### src/rtl/rxo_pkg.sv
package rxo_pkg;
  parameter int unsigned RXO_CNT_W      = 16;
  parameter int unsigned RXO_WORD_BYTES = 4;
  localparam int unsigned RXO_WORD_W    = 8 * RXO_WORD_BYTES;
  localparam int unsigned RXO_BV_W      = $clog2(RXO_WORD_BYTES + 1);
  localparam int unsigned RXO_BIDX_W    = $clog2(RXO_WORD_BYTES);
endpackage

### src/rtl/rxo_rst_sync.sv
module rxo_rst_sync (
  input  logic clk,
  input  logic rst_n,
  output logic rst_sync_n
);
  logic [1:0] sync_q;

  always_ff @(posedge clk or negedge rst_n) begin
    if (!rst_n) sync_q <= 2'b00;
    else        sync_q <= {sync_q[0], 1'b1};
  end

  assign rst_sync_n = sync_q[1];
endmodule

### src/rtl/rxo_shifter.sv
module rxo_shifter
  import rxo_pkg::*;
#(
  parameter int unsigned WORD_BYTES = RXO_WORD_BYTES
) (
  input  logic                  clk,
  input  logic                  rst_n,
  input  logic                  take,
  input  logic                  sdi,
  input  logic                  word_end,
  output logic                  byte_done,
  output logic                  word_full,
  output logic [8*WORD_BYTES-1:0] word_next,
  output logic [$clog2(WORD_BYTES+1)-1:0] bytes_next
);
  localparam int unsigned WW = 8 * WORD_BYTES;
  localparam int unsigned BI = $clog2(WORD_BYTES);
  localparam int unsigned BV = $clog2(WORD_BYTES + 1);

  logic [2:0]    bit_q, bit_n;
  logic [BI-1:0] byte_q, byte_n;
  logic [WW-1:0] sh_q, sh_n;

  // Decode of the current sample position
  always_comb begin
    byte_done  = take && (bit_q == 3'd7);
    word_full  = byte_done && (byte_q == BI'(WORD_BYTES - 1));
    word_next  = {sh_q[WW-2:0], sdi};
    bytes_next = BV'(byte_q) + BV'(1);
  end

  // Next state: shift in, restart with a cleared word after a push
  always_comb begin
    bit_n  = bit_q;
    byte_n = byte_q;
    sh_n   = sh_q;
    if (take) begin
      bit_n = bit_q + 3'd1;
      if (word_end) begin
        byte_n = '0;
        sh_n   = '0;
      end else begin
        sh_n = word_next;
        if (byte_done) byte_n = byte_q + BI'(1);
      end
    end
  end

  always_ff @(posedge clk or negedge rst_n) begin
    if (!rst_n) begin
      bit_q  <= '0;
      byte_q <= '0;
      sh_q   <= '0;
    end else if (take) begin
      bit_q  <= bit_n;
      byte_q <= byte_n;
      sh_q   <= sh_n;
    end
  end
endmodule

### src/rtl/rxo_todo.sv
module rxo_todo
  import rxo_pkg::*;
#(
  parameter int unsigned CNT_W = RXO_CNT_W
) (
  input  logic             clk,
  input  logic             rst_n,
  input  logic             add_we,
  input  logic [CNT_W-1:0] add_val,
  input  logic             dec,
  output logic [CNT_W-1:0] todo_q,
  output logic             last
);
  logic [CNT_W:0]   sum;
  logic [CNT_W-1:0] todo_n;
  logic             en;

  // Add the request and take away one finished byte, saturating on top
  always_comb begin
    sum    = {1'b0, todo_q} + (add_we ? {1'b0, add_val} : '0) - {{CNT_W{1'b0}}, dec};
    todo_n = sum[CNT_W] ? {CNT_W{1'b1}} : sum[CNT_W-1:0];
    en     = add_we || dec;
    last   = dec && (todo_n == '0);
  end

  always_ff @(posedge clk or negedge rst_n) begin
    if (!rst_n)  todo_q <= '0;
    else if (en) todo_q <= todo_n;
  end
endmodule

### src/rtl/rxo_word_reg.sv
module rxo_word_reg
  import rxo_pkg::*;
#(
  parameter int unsigned WW = RXO_WORD_W,
  parameter int unsigned BV = RXO_BV_W
) (
  input  logic          clk,
  input  logic          rst_n,
  input  logic          push_in,
  input  logic [WW-1:0] data_in,
  input  logic [BV-1:0] bv_in,
  output logic          push_q,
  output logic [WW-1:0] data_q,
  output logic [BV-1:0] bv_q
);
  always_ff @(posedge clk or negedge rst_n) begin
    if (!rst_n) push_q <= 1'b0;
    else        push_q <= push_in;
  end

  always_ff @(posedge clk or negedge rst_n) begin
    if (!rst_n) begin
      data_q <= '0;
      bv_q   <= '0;
    end else if (push_in) begin
      data_q <= data_in;
      bv_q   <= bv_in;
    end
  end
endmodule

### src/rtl/rxo_req_ctrl.sv
module rxo_req_ctrl
  import rxo_pkg::*;
#(
  parameter int unsigned CNT_W      = RXO_CNT_W,
  parameter int unsigned WORD_BYTES = RXO_WORD_BYTES,
  localparam int unsigned WW        = 8 * WORD_BYTES,
  localparam int unsigned BV        = $clog2(WORD_BYTES + 1)
) (
  input  logic             clk,
  input  logic             rst_n,
  input  logic             req_we,
  input  logic [CNT_W-1:0] req_bytes,
  input  logic             shift_tick,
  input  logic             sdi,
  input  logic             fifo_full,
  output logic             clk_run,
  output logic [WW-1:0]    word_data,
  output logic             word_push,
  output logic [CNT_W-1:0] todo_cnt,
  output logic [BV-1:0]    byte_valid
);
  logic          rst_sync_n;
  logic          take, byte_done, word_full, last, word_end;
  logic [WW-1:0] word_next;
  logic [BV-1:0] bytes_next;

  rxo_rst_sync u_rst (
    .clk        (clk),
    .rst_n      (rst_n),
    .rst_sync_n (rst_sync_n)
  );

  // Clock runs only with bytes owed and room downstream
  always_comb begin
    clk_run  = (todo_cnt != '0) && !fifo_full;
    take     = clk_run && shift_tick;
    word_end = word_full || last;
  end

  rxo_shifter #(.WORD_BYTES(WORD_BYTES)) u_shift (
    .clk        (clk),
    .rst_n      (rst_sync_n),
    .take       (take),
    .sdi        (sdi),
    .word_end   (word_end),
    .byte_done  (byte_done),
    .word_full  (word_full),
    .word_next  (word_next),
    .bytes_next (bytes_next)
  );

  rxo_todo #(.CNT_W(CNT_W)) u_todo (
    .clk     (clk),
    .rst_n   (rst_sync_n),
    .add_we  (req_we),
    .add_val (req_bytes),
    .dec     (byte_done),
    .todo_q  (todo_cnt),
    .last    (last)
  );

  rxo_word_reg #(.WW(WW), .BV(BV)) u_out (
    .clk     (clk),
    .rst_n   (rst_sync_n),
    .push_in (word_end),
    .data_in (word_next),
    .bv_in   (bytes_next),
    .push_q  (word_push),
    .data_q  (word_data),
    .bv_q    (byte_valid)
  );
endmodule

### config.mk
export PLATFORM = sky130hd
export DESIGN_NAME = rxo_req_ctrl
export DESIGN_NICKNAME = d
export VERILOG_FILES = /design/src/rtl/rxo_pkg.sv /design/src/rtl/rxo_rst_sync.sv /design/src/rtl/rxo_shifter.sv /design/src/rtl/rxo_todo.sv /design/src/rtl/rxo_word_reg.sv /design/src/rtl/rxo_req_ctrl.sv
export SDC_FILE = /design/constraint.sdc
export NUM_CORES = 1
export LEC_CHECK = 0
export BUFFER_PORTS_ARGS = -buffer_cell sky130_fd_sc_hd__buf_2
export CAP_MARGIN = 30
export CORE_UTILIZATION = 50
export DETAILED_ROUTE_END_ITERATION = 10
export GPL_ROUTABILITY_DRIVEN = 0
export HOLD_SLACK_MARGIN = 0.15
export PLACE_DENSITY = 0.71
export SETUP_SLACK_MARGIN = 0.1
export SLEW_MARGIN = 20
export SYNTH_ARGS = -nofsm -noshare
export SYNTH_HDL_FRONTEND = slang
export SYNTH_HIERARCHICAL = 1
export SYNTH_SLANG_ARGS = --single-unit
### constraint.sdc
create_clock -name clk -period 3.17 [get_ports clk]
set_input_delay 0.1585 -clock clk [delete_from_list [all_inputs] [get_ports clk]]
set_output_delay 0.1585 -clock clk [all_outputs]
set_load 0.01 [all_outputs]
==> metrics.cfg <==
[run_status]
status = finished, violations left
violations = setup timing

[synth]
syn_inst = 476
yosysMostFrequentCell = sky130_fd_sc_hd__dfrtp_1
syn_nets = 534
synth.ff_latch_count = 90
synthFlopType = sky130_fd_sc_hd__dfrtp_1
post_synth_instance_area_mm2 = 0.00506
synthDistinctLibCells = 60
synth_enable_flop_cells = 0
synth_seq_area_share_pct = 44.5
synth_largest_type_area_fraction_pct = 44.5
largest_area_contributor_in_the_netlist = sky130_fd_sc_hd__dfrtp_1
post_synth_main_area_contributors = sky130_fd_sc_hd__dfrtp_1 44%, sky130_fd_sc_hd__mux2_4 8.9%, sky130_fd_sc_hd__ha_1 8.6%
synthArstFlopShare_pct = 100
synth.top_cells.by_count = 90 x sky130_fd_sc_hd__dfrtp_1, 66 x sky130_fd_sc_hd__inv_1, 35 x sky130_fd_sc_hd__ha_1
ys.warnings.count = 6
syn_avg_cell_area_um2 = 10.6

[worst_setup_path]
critical_path_peak_fanout = 10
crit_path_start = u_todo/todo_q[9]$_DFFE_PN0P_
path_depth = 17
timing.critical_path.to_type = register
r2r-start = u_todo/todo_q[9]$_DFFE_PN0P_
rr_endpoint = u_out/data_q[30]$_DFFE_PN0P_
worstPathRequired_ns = 3.41
critical_path.n_buffers_inverters = 3
reg2reg_depth = 17
worst_path_largest_cell_delay_ns = 0.43
r2r_setup_slack_ns = -1.17
cp.arrival_ns = 4.59
critPathKind = reg2reg
crit_path_start_kind = register
crit_path_cell_trace = nor4_2 -> buf_4 -> a41oi_4 -> and2_4 -> ha_4 -> inv_2 -> ha_4 -> a21o_1 -> and4_4 -> or4_4 -> a21o_1 -> a2111oi_2 -> nand4_1 -> nor4_4 -> or2_4 -> buf_12 -> mux2_4
crit_path_top_delay_cell = sky130_fd_sc_hd__or4_4
critical_path.top_delay_family = simple AND/OR/NAND/NOR gates
worstSetupEndpoint = u_out/data_q[30]$_DFFE_PN0P_

[worst_hold_path]
min-delay-path-class = in2reg

[sta]
final.setup.worst_slack_ns = -1.17
fin_tns_setup_ns = -82.08
rsz0062_at_grt = true
finalHoldViolCount = 0
finalCriticalPeriod_ns = 4.34
finalCritPeriodShare_pct = 137
final_max_slew_viol_count = 0
final.setup_skew_ns = 0.0118
worst_hold_slack_ns = 0.337
slew_headroom_pct = 55.1
worstMarginPinSlew_ns = 0.673
max_freq_mhz = 230
finalSetupViolations = 85

[routing]
wirelength_um = 12300
wl_per_cell_um = 15.7
vias = 4152
detail_route.iter0.violations = 171
drc = 0
detail_route.vias_per_cell = 5.31
drt_antenna_net_count = 0
first_pass_iters = 5

[pwr]
peakVddDrop_v = 0.000652
power_density_mw_per_mm2 = 1040
report.power.total_mw = 7.25
power.leakage_nw = 3.44

[flow_run]
drv.max_cap_violation_count = 0

[cts]
clkTransAtPathRegs_ns = 0.09
tritoncts_clock_tree = yes
clkSinkCount = 90
cts.htree.levels = 3
cts_buffer_depth = 2
tritoncts.num_buffers = 9
clkLatencyLatePin_ns = 0.37
clockRootBuffer = sky130_fd_sc_hd__clkbuf_8

[floorplan]
die_height_um = 103
rows = 36
initial_core_util_pct = 51.8
width_of_the_die_um = 103
floorplan.die_area_mm2 = 0.0105
num_io_pins = 75
design.core.area_mm2 = 0.00977

[final_layout]
number_of_antenna_repair_diodes = 0
nets = 702
layoutNonFillerInstCount = 782
final_design_area_no_fill_mm2 = 0.00695
drive_gt1_share_pct = 43.0
postLayoutCoreUtil_pct = 71.1
area.growth.synth_to_final_pct = 37.2

[placed_design]
dp.cells = 746
portBuffers = 74
detailedPlacementHpwl_um = 8240
placed_standard_cell_area_mm2 = 0.00621
preCtsSetupSlack_ns = -1.17

[global_routing]
vias_in_the_first_global_route = 4027
grt-ovfl-total = 0
grt_usage_pct = 22.9
grt_start_max_net_pins = 54
grt_antenna_before_repair = 0
grt_pass1_wl_um = 18600

-- cells in the final DEF (no fill, tap or decap), types with 3 or more instances in the layout --
cell	n
sky130_fd_sc_hd__a21o_1	5
sky130_fd_sc_hd__a21oi_1	8
sky130_fd_sc_hd__a22o_1	5
sky130_fd_sc_hd__a22oi_2	6
sky130_fd_sc_hd__a31oi_1	5
sky130_fd_sc_hd__a31oi_4	4
sky130_fd_sc_hd__buf_12	3
sky130_fd_sc_hd__buf_2	74
sky130_fd_sc_hd__buf_4	85
sky130_fd_sc_hd__buf_6	8
sky130_fd_sc_hd__clkbuf_16	4
sky130_fd_sc_hd__clkbuf_8	9
sky130_fd_sc_hd__dfrtp_1	89
sky130_fd_sc_hd__dlygate4sd3_1	3
sky130_fd_sc_hd__ha_1	32
sky130_fd_sc_hd__ha_4	3
sky130_fd_sc_hd__inv_1	64
sky130_fd_sc_hd__inv_2	3
sky130_fd_sc_hd__mux2_4	35
sky130_fd_sc_hd__nand2_1	23
sky130_fd_sc_hd__nand2b_1	15
sky130_fd_sc_hd__nand3_1	6
sky130_fd_sc_hd__nand3b_1	15
sky130_fd_sc_hd__nor2_1	23
sky130_fd_sc_hd__nor2b_1	4
sky130_fd_sc_hd__nor3_1	3
sky130_fd_sc_hd__nor4_2	4
sky130_fd_sc_hd__o21ai_0	5
sky130_fd_sc_hd__o21ai_1	15
sky130_fd_sc_hd__o31ai_1	8
sky130_fd_sc_hd__xnor2_1	7
-- cell type report --
type / count / area, um^2
Fill cell: 688 / 2830
Multi-Input combinational cell: 298 / 2770
Sequential cell: 90 / 2260
Timing Repair Buffer: 178 / 1300
Inverter: 67 / 251
Tap cell: 133 / 166
Clock buffer: 10 / 128
Clock inverter: 6 / 73.8
-- layer usage --
layer	vias to the layer above	global-route usage (%)	part of all wire (%)	routed length, um
met4	0	5.49	1.6	194
met3	17	4.61	3.7	449
met2	90	40.2	52	6340
met5	-	0	0	0
met1	2054	28.9	43	5290
li1	1991	-	-	-
-- what timing repair did --
| action | in CTS | in global routing |
|---|---|---|
| endpoints found under the hold margin | 4 | 0 |
| buffers inserted | 6 | 4 |
| resized for setup | 49 | 21 |
| setup endpoints to repair | 85 | 85 |
| hold buffers | 3 | 0 |
| gates cloned | 1 | 6 |
| pin swaps | 12 | 14 |
-- tightest hold or removal path, stage by stage --
cell and delay [ns]:
sky130_fd_sc_hd__buf_2 0.15, sky130_fd_sc_hd__buf_4 0.14, sky130_fd_sc_hd__nor2_1 0.08, sky130_fd_sc_hd__a2bb2oi_2 0.13
-- cells by family after synthesis --
| logic type | Yosys count | share of synthesized area (%) |
|---|---|---|
| and+or+nand+nor | 118 | 12.9 |
| AOI/OAI and AO/OA | 91 | 12.3 |
| DFF | 90 | 44.5 |
| buffers and inverters | 89 | 8.23 |
| muxes | 39 | 10.8 |
| adders and majority gates | 36 | 9.04 |
| xor gates and xnor gates | 12 | 2.08 |
| other | 1 | 0.0741 |
-- registers in the layout, indices dropped and copies added (netlist names) --
register and cells:
u_out/bv_q 3, u_out/data_q 32, u_out/push_q 1, u_rst/sync_q 2, u_shift/bit_q 3, u_shift/byte_q 2, u_shift/sh_q 31, u_todo/todo_q 16
-- worst min-delay path by stage --
| stage | from | to | slack [ns] | depth (start not counted) |
|---|---|---|---|---|
| detailed placement | rst_n | u_rst/sync_q[0]$_DFF_PN0_ | -0.05 | 1 |
| finish | req_we | u_todo/todo_q[15]$_DFFE_PN0P_ | 0.34 | 4 |
| CTS | req_we | u_todo/todo_q[15]$_DFFE_PN0P_ | 0.32 | 4 |
| global route | req_we | u_todo/todo_q[15]$_DFFE_PN0P_ | 0.36 | 4 |
| global placement | rst_n | u_rst/sync_q[0]$_DFF_PN0_ | -0.06 | 1 |
| floorplan | rst_n | u_rst/sync_q[0]$_DFF_PN0_ | -0.14 | 0 |
-- report_power, final --
group / internal (mW) / switching (mW)
sequential: 1.51 / 0.265
combinational: 2.46 / 2.22
clock: 0.374 / 0.426
No activity file was read; power rests on OpenSTA's default activity.
